[src/rtl/tmr_pkg.sv]
// Shared register offsets and the mode-register layout for the timer channel.
package tmr_pkg;
    localparam int ADDR_W = 4;

    localparam logic [ADDR_W-1:0] OFF_MODE = 4'd0;
    localparam logic [ADDR_W-1:0] OFF_EXT  = 4'd2;
    localparam logic [ADDR_W-1:0] OFF_FLAG = 4'd3;
    localparam logic [ADDR_W-1:0] OFF_REF  = 4'd4;
    localparam logic [ADDR_W-1:0] OFF_CAPT = 4'd8;
    localparam logic [ADDR_W-1:0] OFF_CNT  = 4'd12;

    typedef enum logic [1:0] {
        CAP_OFF  = 2'b00,
        CAP_RISE = 2'b01,
        CAP_FALL = 2'b10,
        CAP_BOTH = 2'b11
    } cap_sel_e;

    typedef struct packed {
        logic     cap_ie;
        logic     ref_ie;
        cap_sel_e cap_sel;
        logic     restart;
        logic     en;
    } mode_t;

    localparam int MODE_W = $bits(mode_t);
endpackage

[src/rtl/tmr_counter.sv]
// Up-counter with a normal or diagnostic step, a restart on reference match,
// and a software load. Assumes that a load wins over a tick in the same cycle.
// ref_evt flags a tick whose new counter value equals the reference.
module tmr_counter #(
    parameter int CNT_W = 32
) (
    input  logic             clk,
    input  logic             rst_n,
    input  logic             tick,
    input  logic             diag,
    input  logic             restart,
    input  logic [CNT_W-1:0] ref_val,
    input  logic             load,
    input  logic [CNT_W-1:0] load_val,
    output logic [CNT_W-1:0] cnt,
    output logic             ref_evt
);
    localparam int HALF = CNT_W / 2;
    localparam logic [CNT_W-1:0] INC_ONE  = 1;
    localparam logic [CNT_W-1:0] INC_DIAG = INC_ONE | (INC_ONE << HALF);

    logic [CNT_W-1:0] step;
    logic [CNT_W-1:0] nxt;
    logic             wrap_now;

    // Pick the step and the next counter value.
    always_comb begin
        step     = diag ? INC_DIAG : INC_ONE;
        wrap_now = restart && (cnt == ref_val);
        nxt      = wrap_now ? '0 : cnt + step;
        ref_evt  = tick && !load && (nxt == ref_val);
    end

    // Counter register: reset, load, then tick.
    always_ff @(posedge clk) begin
        if (!rst_n)    cnt <= '0;
        else if (load) cnt <= load_val;
        else if (tick) cnt <= nxt;
    end

    assert_hold_R3: assert property (@(posedge clk) disable iff (!rst_n)
        (!tick && !load) |=> $stable(cnt));
    assert_diag_step_R4: assert property (@(posedge clk) disable iff (!rst_n)
        (tick && diag && !load && !(restart && cnt == ref_val))
        |=> (cnt - $past(cnt)) == INC_DIAG);
    assert_restart_R6: assert property (@(posedge clk) disable iff (!rst_n)
        (tick && restart && !load && cnt == ref_val) |=> cnt == '0);
endmodule

[src/rtl/tmr_capture.sv]
// Synchronises the capture pin, detects the selected edge, and latches the
// counter. Assumes cap_in is asynchronous and is held for several clocks.
module tmr_capture
    import tmr_pkg::*;
#(
    parameter int CNT_W       = 32,
    parameter int SYNC_STAGES = 2
) (
    input  logic             clk,
    input  logic             rst_n,
    input  logic             arm,
    input  cap_sel_e         cap_sel,
    input  logic             cap_in,
    input  logic [CNT_W-1:0] cnt,
    output logic             cap_evt,
    output logic [CNT_W-1:0] cap_val
);
    logic [SYNC_STAGES-1:0] sync_q;
    logic                   prev_q;
    logic                   s_now;
    logic                   rise;
    logic                   fall;

    // Synchroniser chain and the previous-value flop.
    always_ff @(posedge clk) begin
        if (!rst_n) begin
            sync_q <= '0;
            prev_q <= 1'b0;
        end else begin
            sync_q <= {sync_q[SYNC_STAGES-2:0], cap_in};
            prev_q <= sync_q[SYNC_STAGES-1];
        end
    end

    // Edge detection and selection.
    always_comb begin
        s_now = sync_q[SYNC_STAGES-1];
        rise  = s_now && !prev_q;
        fall  = !s_now && prev_q;
        unique case (cap_sel)
            CAP_RISE: cap_evt = arm && rise;
            CAP_FALL: cap_evt = arm && fall;
            CAP_BOTH: cap_evt = arm && (rise || fall);
            default:  cap_evt = 1'b0;
        endcase
    end

    // Capture register.
    always_ff @(posedge clk) begin
        if (!rst_n)       cap_val <= '0;
        else if (cap_evt) cap_val <= cnt;
    end

    assert_latch_R7: assert property (@(posedge clk) disable iff (!rst_n)
        cap_evt |=> cap_val == $past(cnt));
    assert_off_R7: assert property (@(posedge clk) disable iff (!rst_n)
        (cap_sel == CAP_OFF) |=> $stable(cap_val));
endmodule

[src/rtl/tmr_flags.sv]
// Sticky REF/CAP flags and the interrupt and DMA request outputs.
// A set wins over a clear in the same cycle.
// Assumes the enables are stable in the cycle after an event.
module tmr_flags (
    input  logic       clk,
    input  logic       rst_n,
    input  logic       ref_evt,
    input  logic       cap_evt,
    input  logic       clr_wr,
    input  logic [1:0] clr_bits,
    input  logic       dma_ack,
    input  logic       dma_en,
    input  logic       ref_ie,
    input  logic       cap_ie,
    output logic       ref_f,
    output logic       cap_f,
    output logic       irq,
    output logic       dma_req
);
    logic clr_ref;
    logic clr_cap;

    // Clear conditions from software and from the DMA acknowledge.
    always_comb begin
        clr_ref = (clr_wr && clr_bits[1]) || dma_ack;
        clr_cap = (clr_wr && clr_bits[0]) || dma_ack;
    end

    // Flag registers.
    always_ff @(posedge clk) begin
        if (!rst_n) begin
            ref_f <= 1'b0;
            cap_f <= 1'b0;
        end else begin
            ref_f <= ref_evt || (ref_f && !clr_ref);
            cap_f <= cap_evt || (cap_f && !clr_cap);
        end
    end

    // Request outputs.
    always_comb begin
        irq     = (ref_f && ref_ie) || (cap_f && cap_ie);
        dma_req = dma_en && (ref_f || cap_f);
    end

    assert_ref_set_R5: assert property (@(posedge clk) disable iff (!rst_n)
        ref_evt |=> ref_f);
    assert_keep_on_zero_R8: assert property (@(posedge clk) disable iff (!rst_n)
        (ref_f && clr_wr && !clr_bits[1] && !dma_ack) |=> ref_f);
    assert_w1c_R8: assert property (@(posedge clk) disable iff (!rst_n)
        (clr_wr && clr_bits == 2'b11 && !ref_evt && !cap_evt) |=> (!ref_f && !cap_f));
    assert_ack_clr_R9: assert property (@(posedge clk) disable iff (!rst_n)
        (dma_ack && !ref_evt && !cap_evt) |=> (!ref_f && !cap_f));
    assert_dma_req_R10: assert property (@(posedge clk) disable iff (!rst_n)
        (dma_en && (ref_evt || cap_evt)) ##1 dma_en |-> dma_req);
    assert_irq_R11: assert property (@(posedge clk) disable iff (!rst_n)
        (ref_evt && ref_ie) ##1 ref_ie |-> irq);
endmodule

[src/rtl/cc_timer.sv]
// Timer channel top: register file, tick gating with halt-freeze, and the
// counter, capture and flag units. Reads are registered (one-cycle latency).
// Assumes reg_wr and reg_rd are never both high in the same cycle.
module cc_timer
    import tmr_pkg::*;
#(
    parameter int CNT_W       = 32,
    parameter int SYNC_STAGES = 2
) (
    input  logic              clk,
    input  logic              rst_n,
    input  logic              reg_wr,
    input  logic              reg_rd,
    input  logic [ADDR_W-1:0] reg_addr,
    input  logic [CNT_W-1:0]  reg_wdata,
    output logic [CNT_W-1:0]  reg_rdata,
    output logic              reg_rvalid,
    input  logic              cnt_tick,
    input  logic              core_halted,
    input  logic              cap_in,
    input  logic              dma_ack,
    output logic              irq,
    output logic              dma_req
);
    mode_t            mode_q;
    logic             dma_en_q;
    logic             halt_frz_q;
    logic             diag_q;
    logic [CNT_W-1:0] ref_q;
    logic [CNT_W-1:0] cnt;
    logic [CNT_W-1:0] cap_val;
    logic             ref_evt;
    logic             cap_evt;
    logic             ref_f;
    logic             cap_f;
    logic             freeze;
    logic             tick;
    logic             cnt_load;
    logic             flag_wr;
    logic [7:0]       ext_rd;

    // Write decoding, halt-freeze gating and the extended-mode read image.
    always_comb begin
        cnt_load = reg_wr && (reg_addr == OFF_CNT);
        flag_wr  = reg_wr && (reg_addr == OFF_FLAG);
        freeze   = halt_frz_q && core_halted && mode_q.restart;
        tick     = mode_q.en && cnt_tick && !freeze;
        ext_rd   = {dma_en_q, halt_frz_q, 5'b0, diag_q};
    end

    // Control registers written by software.
    always_ff @(posedge clk) begin
        if (!rst_n) begin
            mode_q     <= '0;
            dma_en_q   <= 1'b0;
            halt_frz_q <= 1'b0;
            diag_q     <= 1'b0;
            ref_q      <= '0;
        end else if (reg_wr) begin
            if (reg_addr == OFF_MODE) mode_q <= mode_t'(reg_wdata[MODE_W-1:0]);
            if (reg_addr == OFF_EXT) begin
                dma_en_q   <= reg_wdata[7];
                halt_frz_q <= reg_wdata[6];
                diag_q     <= reg_wdata[0];
            end
            if (reg_addr == OFF_REF) ref_q <= reg_wdata;
        end
    end

    // Registered read port.
    always_ff @(posedge clk) begin
        if (!rst_n) begin
            reg_rvalid <= 1'b0;
            reg_rdata  <= '0;
        end else begin
            reg_rvalid <= reg_rd;
            if (reg_rd) begin
                unique case (reg_addr)
                    OFF_MODE: reg_rdata <= CNT_W'(mode_q);
                    OFF_EXT:  reg_rdata <= CNT_W'(ext_rd);
                    OFF_FLAG: reg_rdata <= CNT_W'({ref_f, cap_f});
                    OFF_REF:  reg_rdata <= ref_q;
                    OFF_CAPT: reg_rdata <= cap_val;
                    OFF_CNT:  reg_rdata <= cnt;
                    default:  reg_rdata <= '0;
                endcase
            end
        end
    end

    tmr_counter #(.CNT_W(CNT_W)) u_counter (
        .clk(clk), .rst_n(rst_n), .tick(tick), .diag(diag_q),
        .restart(mode_q.restart), .ref_val(ref_q), .load(cnt_load),
        .load_val(reg_wdata), .cnt(cnt), .ref_evt(ref_evt)
    );

    tmr_capture #(.CNT_W(CNT_W), .SYNC_STAGES(SYNC_STAGES)) u_capture (
        .clk(clk), .rst_n(rst_n), .arm(mode_q.en), .cap_sel(mode_q.cap_sel),
        .cap_in(cap_in), .cnt(cnt), .cap_evt(cap_evt), .cap_val(cap_val)
    );

    tmr_flags u_flags (
        .clk(clk), .rst_n(rst_n), .ref_evt(ref_evt), .cap_evt(cap_evt),
        .clr_wr(flag_wr), .clr_bits(reg_wdata[1:0]), .dma_ack(dma_ack),
        .dma_en(dma_en_q), .ref_ie(mode_q.ref_ie), .cap_ie(mode_q.cap_ie),
        .ref_f(ref_f), .cap_f(cap_f), .irq(irq), .dma_req(dma_req)
    );

    assert_freeze_R12: assert property (@(posedge clk) disable iff (!rst_n)
        (freeze && !cnt_load) |=> $stable(cnt));
    assert_ext_rsvd_R2: assert property (@(posedge clk) disable iff (!rst_n)
        (reg_rd && reg_addr == OFF_EXT) |=> reg_rdata[5:1] == 5'b0);
endmodule

[config.mk]
export PLATFORM = sky130hd
export DESIGN_NAME = cc_timer
export DESIGN_NICKNAME = d
export VERILOG_FILES = /design/src/rtl/tmr_pkg.sv /design/src/rtl/tmr_counter.sv /design/src/rtl/tmr_capture.sv /design/src/rtl/tmr_flags.sv /design/src/rtl/cc_timer.sv
export SDC_FILE = /design/constraint.sdc
export NUM_CORES = 1
export LEC_CHECK = 0
export BUFFER_PORTS_ARGS = -buffer_cell sky130_fd_sc_hd__buf_4
export CAP_MARGIN = 20
export CORE_ASPECT_RATIO = 0.7
export CORE_MARGIN = 2
export CORE_UTILIZATION = 31
export CTS_CLUSTER_SIZE = 10
export DETAILED_ROUTE_END_ITERATION = 10
export PLACE_DENSITY = 0.48
export SLEW_MARGIN = 25
export SYNTH_ARGS = -nofsm -noshare
export SYNTH_HDL_FRONTEND = slang
export SYNTH_SLANG_ARGS = --single-unit
export TNS_END_PERCENT = 10
[constraint.sdc]
create_clock -name clk -period 4 [get_ports clk]
set_input_delay 0.8 -clock clk [delete_from_list [all_inputs] [get_ports clk]]
set_output_delay 0.8 -clock clk [all_outputs]
set_load 0.01 [all_outputs]
Word level (Yosys, flattened, before mapping)

Cells that the tools add are included.
Widths: inputs -> output; s select.

Bits in registers: 143
Bits of input ports: 44
Output and inout port bits: 35
Logic and storage cells: 73

$add $sub $neg: 1
Equal/unequal tests: 10
Muxes and demuxes: 6
Reductions and logical operators: 39

Operator list:

| kind               | count |
|---|---|
| $pmux 32 s6        | 1 |
| $mux 32            | 3 |
| $eq 32x32->1       | 2 |
| $add 32x32->32     | 1 |
| $logic_and 1x1->1  | 21 |
| $mux 17            | 1 |
| $eq 4x2->1 const B | 2 |
| $eq 4x4->1 const B | 2 |
| $logic_or 1x1->1   | 7 |
| $logic_not 1->1    | 6 |
| $reduce_and 2->1   | 3 |
| $eq 2x2->1 const B | 2 |
| $eq 4x3->1 const B | 1 |
| $logic_not 4->1    | 1 |
| $pmux 1 s3         | 1 |
| $eq 2x1->1 const B | 1 |
| $reduce_bool 2->1  | 1 |

Logic depth before layout (Yosys ltp)

Gate-level depths: netlist of the first run.

Depth after elaboration: 7
Mapped depth: 11
Mapped depth without buffers: 10

Cells and area by module

Synthesis of the first run repeated with hierarchy kept, for this count alone.

Cells, all modules: 1,023
Area total of the unflattened synthesis: 8,587.0 µm²

By module, submodules not included:

| module      | times used | cells each | area an instance (µm²) |
|---|---|---|---|
| cc_timer    | 1          | 399        | 3,575.9 |
| tmr_counter | 1          | 461        | 3,477.1 |
| tmr_capture | 1          | 153        | 1,435.1 |
| tmr_flags   | 1          | 10         | 98.8 |

Least setup slack after synthesis of the first run

OpenSTA, ideal clock, no wires.

Path type: register to register
From: reg ref_q[23]
To: reg u_flags.ref_f
Library setup time: 0.069 ns
Arrival: 2.966 ns
Required time: 3.931 ns
Slack: 0.965 ns
Cell stages (with the launch flop): 12
Path buffers: 2
Cell sequence: dfxtp_1 > clkbuf_1 > xor2_1 > nor4_1 > nand4_1 > nor4bb_1 > buf_2 > mux2_2 > a2111oi_2 > nand4_1 > or4_1 > o21ai_1

Cells in the longest elaborated chain, start to end: 6

RTL lines:

| element                | line              | RTL |
|---|---|---|
| from (decl)            | cc_timer.sv:29    | `logic [CNT_W-1:0] ref_q;` |
| from (signal assigned) | cc_timer.sv:66    | `if (reg_addr == OFF_REF) ref_q <= reg_wdata;` |
| $eq 32x32->1           | tmr_counter.sv:29 | `wrap_now = restart && (cnt == ref_val);` |
| $logic_and 1x1->1      | tmr_counter.sv:29 |  |
| $mux 32                | tmr_counter.sv:30 | `nxt = wrap_now ? '0 : cnt + step;` |
| $eq 32x32->1 *         | tmr_counter.sv:31 | `ref_evt = tick && !load && (nxt == ref_val);` |
| $logic_and 1x1->1 *    | tmr_counter.sv:31 |  |
| $logic_or 1x1->1 *     | tmr_flags.sv:35   | `ref_f <= ref_evt \|\| (ref_f && !clr_ref);` |
| to (signal assigned)   | tmr_flags.sv:35   |  |
| to (decl)              | tmr_flags.sv:15   | `output logic ref_f,` |

Mark *: on every way between the ends. The rest lies on a longest branch, timed or not.
A chain may end at the register's enable or synchronous reset.

Worst setup path after layout of the first run

From: reg u_counter.cnt[20]
To: reg u_flags.ref_f

Cells in the longest elaborated chain, start to end: 6
Elaborated cells on any way between the ends: 7

RTL lines:

| element                                                | line              | RTL |
|---|---|---|
| from (decl)                                            | tmr_counter.sv:15 | `output logic [CNT_W-1:0] cnt,` |
| from (signal assigned)                                 | tmr_counter.sv:37 | `else if (load) cnt <= load_val;` |
| from (signal assigned)                                 | tmr_counter.sv:38 | `else if (tick) cnt <= nxt;` |
| branches (longest 2 deep; another with $add 32x32->32) | n/a               |  |
| $mux 32 *                                              | tmr_counter.sv:30 |  |
| $eq 32x32->1 *                                         | tmr_counter.sv:31 |  |
| $logic_and 1x1->1 *                                    | tmr_counter.sv:31 |  |
| $logic_or 1x1->1 *                                     | tmr_flags.sv:35   |  |

Every way passes the cells marked *.

==> results of run 1 <==
==> critical path, delay by kind of cell, from the launching register on <==
family | cells | cell delay, ps
flip-flops | 1 | 350
multiplexers | 1 | 400
AND/OR/NAND/NOR | 5 | 1870
XOR/XNOR | 1 | 540
AO/OA/AOI/OAI | 2 | 450
==> registers in the layout, indices dropped and copies added (netlist names) <==
register	cells
ref_q	32
reg_rdata	32
u_capture.cap_val	32
u_counter.cnt	32
mode_q	6
u_capture.sync_q	2
diag_q	1
dma_en_q	1
halt_frz_q	1
reg_rvalid	1
u_capture.prev_q	1
u_flags.cap_f	1
u_flags.ref_f	1
==> worst max path at each step <==
stage	depth (start not counted)	endpoint	startpoint
3_5_place_dp	10	u_flags.ref_f	u_counter.cnt[0]
6_report	9	u_flags.ref_f	u_counter.cnt[20]
2_1_floorplan	11	u_flags.ref_f	ref_q[23]
3_3_place_gp	10	u_flags.ref_f	u_counter.cnt[0]
5_1_grt	10	u_flags.ref_f	u_counter.cnt[0]
4_1_cts	10	u_flags.ref_f	u_counter.cnt[0]
==> where the power goes <==
part	switching (uW)	leakage [uW]	internal, uW
Clock	677	0.000280	935
Sequential	30.1	0.00116	1440
Combinational	225	0.00224	145
Total	933	0.00368	2520
==> cell type report <==
type | instances | area (um2) | area share
flip-flops and latches | 143 | 2863 | 0.2771
repair buffers | 151 | 1146 | 0.1109
multi-input cells | 797 | 5151 | 0.4985
clock buffers | 19 | 442.9 | 0.04287
inverters | 36 | 136.4 | 0.01320
well taps | 364 | 455.4 | 0.04408
clock inverters | 13 | 137.6 | 0.01332
==> routing by layer <==
metal / vias up / part of all wire / global-route usage / routed length [um]
li1: 3979 / - / - / -
met1: 3995 / 0.52 / 0.3971 / 18640
met2: 387 / 0.37 / 0.3239 / 13190
met3: 30 / 0.11 / 0.08193 / 3805
met4: 0 / 0.012 / 0.05186 / 435
met5: - / 0 / 0 / 0
==> through the flow <==
step | util | std cells | setup slack, ps | area, um2
finish | 0.3841 | 1523 | 331.5 | 10330
global route | 0.3841 | 1523 | 5.813 | 10330
CTS | 0.3839 | 1523 | 307.5 | 10330
detailed placement | 0.3623 | 1491 | 316.8 | 9747
global placement | 0.3623 | 1491 | 473.1 | 9747
floorplan | - | 1076 | 964.8 | 8544
==> cells in the final DEF, fill, tap and decap left out, types with 9 or more instances in the layout <==
master and count:
buf_4 150, dfxtp_1 143, nand2_1 113, nor2_1 103
o21ai_0 48, mux2i_1 47, a21oi_1 44, xnor2_1 42
inv_1 35, a22oi_1 31, o22ai_1 30, and2_1 29
nand3_1 27, nand4_1 27, mux2_2 26, nor3_1 25
a21boi_0 17, clkbuf_16 17, xor2_1 13, nor2b_1 12
nand2b_1 11, o211ai_1 11, nor4_1 11, or3_1 11
a221oi_1 11, and3_1 9, a31oi_1 9
==> cells by family after synthesis <==
kind of cell             after synthesis  share of synthesized area
multiplexers                          79                     0.1051
adder cells (fa/ha/maj)                4                   0.005858
AND/OR/NAND/NOR                      409                     0.2375
AO/OA/AOI/OAI                        249                     0.1943
flip-flops                           143                     0.3350
buffers and inverters                136                    0.06385
XOR/XNOR                              56                    0.05828
==> flow_summary.json, run 1 <==
{
  "n_fill_cell": 2858,
  "gr-total-overflow": 0,
  "grt_pass1_vias": 7808,
  "antenna_cells": 0,
  "area_delta_synth_final_pct": 20.93,
  "ys.flop_type": "dfxtp_1",
  "netlist_area_um2": 8544,
  "whs_path_depth": 1,
  "period_share": 0.9171,
  "ys_ff_latch": 143,
  "coreArea_um2": 26900,
  "slowest_stage": "xnor2_1",
  "cts_made_buffers": 17,
  "insertion_delay_ps": 440,
  "syn_nets": 1124,
  "clk_pin_slew_ps": 60,
  "die_x_um": 202.4,
  "crit_fanout": 3,
  "synth_cell_type_count": 68,
  "async_flop_share": 0,
  "tritoncts": "done",
  "timing.fmax_mhz": 272.6,
  "ios": 79,
  "syn_inst": 1076,
  "whs_ps": 441.2,
  "yosysMostFrequentCell": "dfxtp_1",
  "drv_slew": 0,
  "cts-htree-levels": 4,
  "hold_viol_final": 0,
  "design_power_total_uw": 3457,
  "cpMostUsedCell": "nand4_1",
  "r2r-start": "u_counter.cnt[20]",
  "end_kind": "flop",
  "min_to": "u_capture.sync_q[1]",
  "post_cts_buffers": 0,
  "worstHoldStart": "u_capture.sync_q[0]",
  "fp-row-count": 50,
  "r2r-end": "u_flags.ref_f",
  "ir_worst_vdd_uv": 237.4,
  "die_h_um": 142.9,
  "netlist_top_cells_count": "143 x dfxtp_1, 113 x nand2_1, 103 x nor2_1",
  "hold_buffers": 0,
  "wl_per_cell_um": 23.68,
  "synth.top_cell.area_share": 0.3350,
  "p_per_area_nw_per_um2": 334.6,
  "setup_tns_ps": 0,
  "status": "finished, final reports clean",
  "tightest_slew_ps": 844.1,
  "root_buffer": "clkbuf_16",
  "leakage_uw": 0.003676,
  "slew_headroom": 0.4359,
  "layout-drive-gt1-share": 0.1976,
  "rsz0062_at_grt": "false",
  "antenna_found_initial": 0,
  "seq_area_frac_synth": 0.3350,
  "skew_ps": 12.33,
  "grt_max_degree": 54,
  "grtUsageTotal": 0.2532,
  "cts_resized": 0,
  "clock_sinks": 143,
  "synth.avg_cell_area_um2": 7.941,
  "cpPeakStageDelay_ps": 540,
  "cp.arrival_ps": 4040,
  "crit_chain": "xnor2_1, nand4_1, nor4_1, nor4bb_1, mux2_2, a2111oi_2, nand4_1, or4_1, o21ai_1",
  "reg2reg_slack_ps": 330,
  "dieArea_um2": 28930,
  "drtPass1Iterations": 5,
  "start_util": 0.3176,
  "finalCriticalPeriod_ps": 3668,
  "drtIter0Drc": 918,
  "critPathLaunchType": "flop",
  "reg2reg_depth": 9,
  "synth_edf_count": 0,
  "setup_viol": 0,
  "grt_pass1_wl_um": 53440,
  "drc_errors": 0,
  "ant_nets": 0,
  "crit_required_ps": 4370,
  "via_count": 8391,
  "worstHoldPathType": "flop to flop",
  "path_class": "flop to flop",
  "cap_violations": 0,
  "hpwl_um": 27240,
  "nets": 1194,
  "cts_max_path_buffers": 2,
  "numPortBuffers": 78,
  "postRouteWirelength_um": 36070,
  "yosysTopAreaCell": "dfxtp_1",
  "synthTopCellsByArea": "dfxtp_1 34%, mux2i_1 5.5%, nand2_1 5.0%, nor2_1 4.5%, xnor2_1 4.3%",
  "yosysWarnings": 0,
  "viasPerCell": 5.510,
  "finalWeightedCongestion": 1.000
}
(Power assumes the default switching activity.)
==> run 2, diff against run 1 <==
--- a/config.mk
+++ b/config.mk
@@ -5,14 +5,14 @@
 export SDC_FILE = /design/constraint.sdc
 export NUM_CORES = 1
 export LEC_CHECK = 0
-export BUFFER_PORTS_ARGS = -buffer_cell sky130_fd_sc_hd__buf_4
 export CAP_MARGIN = 20
 export CORE_ASPECT_RATIO = 0.7
 export CORE_MARGIN = 2
 export CORE_UTILIZATION = 31
 export CTS_CLUSTER_SIZE = 10
 export DETAILED_ROUTE_END_ITERATION = 10
-export PLACE_DENSITY = 0.48
+export DONT_BUFFER_PORTS = 1
+export PLACE_DENSITY = 0.46
 export SLEW_MARGIN = 25
 export SYNTH_ARGS = -nofsm -noshare
 export SYNTH_HDL_FRONTEND = slang
==> flow_summary.json, run 2 (synthesized netlist as in run 1, its figures left out) <==
{
  "dieArea_um2": 28930,
  "hold_buffers": 0,
  "cp.arrival_ps": 4070,
  "rsz0062_at_grt": "false",
  "viasPerCell": 5.736,
  "layout-drive-gt1-share": 0.1292,
  "ios": 79,
  "path_class": "flop to flop",
  "layout_commonest_cell": "dfxtp_1",
  "area_delta_synth_final_pct": 13.53,
  "finalWeightedCongestion": 1.010,
  "whs_path_depth": 1,
  "start_util": 0.3176,
  "gr-total-overflow": 0,
  "die_x_um": 202.4,
  "p_per_area_nw_per_um2": 363.1,
  "antenna_found_initial": 1,
  "numPortBuffers": 0,
  "clk_pin_slew_ps": 70,
  "die_h_um": 142.9,
  "crit_fanout": 12,
  "fp-row-count": 50,
  "p_int_uw": 2614,
  "critPathLaunchType": "flop",
  "via_count": 8214,
  "n_fill_cell": 2813,
  "placed_cell_area_um2": 9064,
  "p_comb_frac": 0.076,
  "hpwl_um": 26880,
  "drv_slew": 0,
  "status": "finished, final reports clean",
  "stdcell_area_um2": 9701,
  "reg2reg_slack_ps": 310,
  "finalCriticalPeriod_ps": 3688,
  "leakage_uw": 0.003231,
  "crit_required_ps": 4390,
  "setup_tns_ps": 0,
  "skew_ps": 11.01,
  "tritoncts": "done",
  "layout_common_cells": "143 x dfxtp_1, 113 x nand2_1, 103 x nor2_1, 59 x buf_4, 48 x o21ai_0",
  "worstHoldPathType": "flop to flop",
  "cts_max_path_buffers": 2,
  "grtUsageTotal": 0.2520,
  "multi_input_area_um2": 5152,
  "setup_viol": 0,
  "worstHoldStart": "u_capture.sync_q[0]",
  "root_buffer": "clkbuf_16",
  "tightest_slew_ps": 807.7,
  "cts_made_buffers": 17,
  "drc_errors": 0,
  "insertion_delay_ps": 450,
  "end_kind": "flop",
  "r2r-end": "u_flags.ref_f",
  "timing.fmax_mhz": 271.2,
  "antenna_cells": 0,
  "r2r-start": "u_counter.cnt[0]",
  "p_sw_frac": 0.2578,
  "grt_pass1_wl_um": 53450,
  "postRouteWirelength_um": 36080,
  "drtIter0Drc": 854,
  "clock_sinks": 143,
  "slew_headroom": 0.4575,
  "grt_pass1_vias": 7631,
  "wl_per_cell_um": 25.19,
  "grt_max_degree": 68,
  "cap_violations": 0,
  "cts-htree-levels": 4,
  "coreArea_um2": 26900,
  "sequentialPowerShare": 0.421,
  "min_to": "u_capture.sync_q[1]",
  "drtPass1Iterations": 5,
  "period_share": 0.9219,
  "clockPowerShare": 0.503,
  "reg2reg_depth": 10,
  "hold_viol_final": 0,
  "ant_nets": 0,
  "ir_worst_vdd_uv": 215.2,
  "p_sw_uw": 908.0,
  "nets": 1103,
  "register_area_um2": 2863
}
## run 2: worst max-delay path by stage
stage	start	endpoint	slack (ps)	cells past startpoint
2_1_floorplan	ref_q[23]	u_flags.ref_f	960	11
3_3_place_gp	u_counter.cnt[3]	u_flags.ref_f	360	9
3_5_place_dp	u_counter.cnt[0]	u_flags.ref_f	340	10
4_1_cts	u_counter.cnt[3]	u_flags.ref_f	320	9
5_1_grt	u_counter.cnt[0]	u_flags.ref_f	90	11
6_report	u_counter.cnt[0]	u_flags.ref_f	310	10
## run 2: cell type report
type                       instances  share of cell area
tap                              364             0.04695
clock buffer                      19             0.04566
sequential                       143              0.2951
multi-input combinational        797              0.5311
inverter                          36             0.01406
clock inverter                    13             0.01935
timing repair buffer              60             0.04772
## run 2: power groups by stage
| stage | Clock [uW] | Sequential (uW) | Combinational [uW] |
|---|---|---|---|
| after floorplan | 0 | 1490 | 222 |
| after global placement | 0 | 1510 | 265 |
| after detailed placement | 0 | 1510 | 261 |
| after CTS | 1800 | 1480 | 262 |
| after global routing | 1850 | 1490 | 290 |
| final | 1770 | 1480 | 268 |
## run 2: repair_timing
item                                    CTS  global route
endpoints found under the setup margin    0             1
resized for setup                         0             2
setup buffers                             0             0
## run 2: routing by layer
| layer | up-vias | global-route usage | routed length (um) |
|---|---|---|---|
| met4 | 0 | 0.04879 | 355 |
| met3 | 33 | 0.07417 | 3578 |
| li1 | 3810 | - | - |
| met5 | - | 0 | 0 |
| met1 | 4007 | 0.4013 | 18930 |
| met2 | 364 | 0.3219 | 13210 |
## run 2: critical path: stages, from the launching register on
cell and delay (ps):
dfxtp_1 570, ha_1 360, nand2_1 240, or3_1 440
a32o_1 280, a2111oi_1 520, nand4_1 190, a2111oi_2 240
nand4_1 130, or4_1 530, o21ai_1 120
## run 2: stage by stage
stage               setup WS, ps  std cells  total power (uW)    util  hold WS, ps
global placement           363.4       1400              1777  0.3369        412.8
finish                     312.3       1432              3522  0.3606        435.1
global route               86.23       1432              3628  0.3606        458.3
detailed placement         342.8       1400              1774  0.3369        422.7
CTS                        319.3       1432              3542  0.3604        438.2
floorplan                  964.8       1076              1710       -        411.9
==> run 3, diff against run 2 <==
==> constraint.sdc (replaced) <==
create_clock -name clk -period 4 [get_ports clk]
set_input_delay 0 -clock clk [delete_from_list [all_inputs] [get_ports clk]]
set_output_delay 0 -clock clk [all_outputs]
set_load 0.01 [all_outputs]
==> flow_summary.json, run 3 (synthesized netlist as in run 1, its figures left out) <==
{
  "status": "finished, final reports clean",
  "drtPass1Iterations": 6,
  "period_share": 0.9312,
  "crit_required_ps": 4380,
  "cts_made_buffers": 17,
  "finalCriticalPeriod_ps": 3725,
  "layout_commonest_cell": "dfxtp_1",
  "end_kind": "flop",
  "stdcell_area_um2": 10180,
  "layout_common_cells": "143 x dfxtp_1, 113 x nand2_1, 103 x nor2_1, 59 x buf_4, 48 x o21ai_0",
  "die_x_um": 202.4,
  "wl_per_cell_um": 25.12,
  "cp.arrival_ps": 4100,
  "ios": 79,
  "drc_errors": 0,
  "rsz0062_at_grt": "false",
  "critPathLaunchType": "flop",
  "cts_max_path_buffers": 2,
  "postRouteWirelength_um": 37160,
  "layout-drive-gt1-share": 0.1274,
  "gr-total-overflow": 0,
  "hpwl_um": 26420,
  "ir_worst_vdd_uv": 229.4,
  "via_count": 8392,
  "nets": 1151,
  "leakage_uw": 0.003443,
  "path_class": "flop to flop",
  "cap_violations": 0,
  "root_buffer": "clkbuf_16",
  "clk_pin_slew_ps": 70,
  "area_delta_synth_final_pct": 19.15,
  "p_per_area_nw_per_um2": 340.5,
  "tightest_slew_ps": 971.6,
  "ant_nets": 0,
  "timing.fmax_mhz": 268.5,
  "grtUsageTotal": 0.2602,
  "grt_pass1_vias": 7756,
  "finalWeightedCongestion": 1.018,
  "start_util": 0.3176,
  "drv_slew": 0,
  "numPortBuffers": 0,
  "die_h_um": 142.9,
  "hold_viol_final": 0,
  "antenna_found_initial": 2,
  "coreArea_um2": 26900,
  "placed_cell_area_um2": 9061,
  "clock_sinks": 143,
  "worstHoldPathType": "primary input to flop",
  "dieArea_um2": 28930,
  "setup_viol": 0,
  "insertion_delay_ps": 440,
  "slew_headroom": 0.3523,
  "grt_max_degree": 79,
  "fp-row-count": 50,
  "fin_cells": 1479,
  "cts-htree-levels": 4,
  "antenna_cells": 0,
  "setup_tns_ps": 0,
  "skew_ps": 15.76,
  "viasPerCell": 5.674,
  "tritoncts": "done",
  "crit_fanout": 8,
  "post-route-util": 0.3785,
  "place_inst": 1399,
  "grt_pass1_wl_um": 54790,
  "drtIter0Drc": 852
}
-- run 3: critical path, cell delays in order (launching register included) --
cell and delay, ps:
dfxtp_1 620, xor2_1 200, nor4_1 380, nand4_1 380, nor4_4 660, buf_4 240, a21oi_1 70, xnor2_1 240
nand4_1 150, or4_1 570, o21ai_1 140
-- run 3: timing repair --
| action | in CTS | in global routing |
|---|---|---|
| hold buffers | 48 | 0 |
| resized for setup | 0 | 3 |
| endpoints found under the hold margin | 111 | 0 |
| setup endpoints to repair | 0 | 1 |
| buffers inserted | 0 | 1 |
-- run 3: area by class of cell --
cell class / count / area (um2)
Sequential cell: 143 / 2863
Clock buffer: 21 / 470.5
Tap cell: 364 / 455.4
Fill cell: 2814 / 16720
Timing Repair Buffer: 108 / 980.9
Multi-Input combinational cell: 797 / 5162
Clock inverter: 10 / 112.6
Inverter: 36 / 136.4
-- run 3: power by group --
| group | switching, uW | total [uW] | internal [uW] |
|---|---|---|---|
| clock network | 672 | 1630 | 961 |
| registers | 39.1 | 1480 | 1440 |
| logic | 209 | 351 | 141 |
| total | 920 | 3470 | 2550 |
-- run 3: worst paths after layout --
path                                     startpoint             endpoint  slack (ps)  depth (start not counted)
worst max-delay path                      ref_q[23]        u_flags.ref_f         280                         10
worst max register to register            ref_q[23]        u_flags.ref_f         280                         10
worst min register to register  u_capture.sync_q[0]  u_capture.sync_q[1]         450                          1
worst min-delay path                    reg_addr[2]        reg_rdata[30]          30                          4
-- run 3: routing by layer --
| layer | track usage | routed length [um] | vias to the layer above |
|---|---|---|---|
| met3 | 0.07006 | 3253 | 35 |
| met4 | 0.06339 | 532 | 0 |
| met5 | 0 | 0 | - |
| met2 | 0.3349 | 13850 | 359 |
| li1 | - | - | 3905 |
| met1 | 0.4115 | 19520 | 4093 |
-- run 3: per-stage QoR --
step                setup slack (ps)  power [uW]  hold WS (ps)
floorplan                      964.8        1710         127.3
global placement               243.6        1777         124.1
detailed placement             201.0        1775         128.7
CTS                            146.3        3486        0.8116
global route                   36.51        3589         44.33
finish                         275.3        3467         28.64
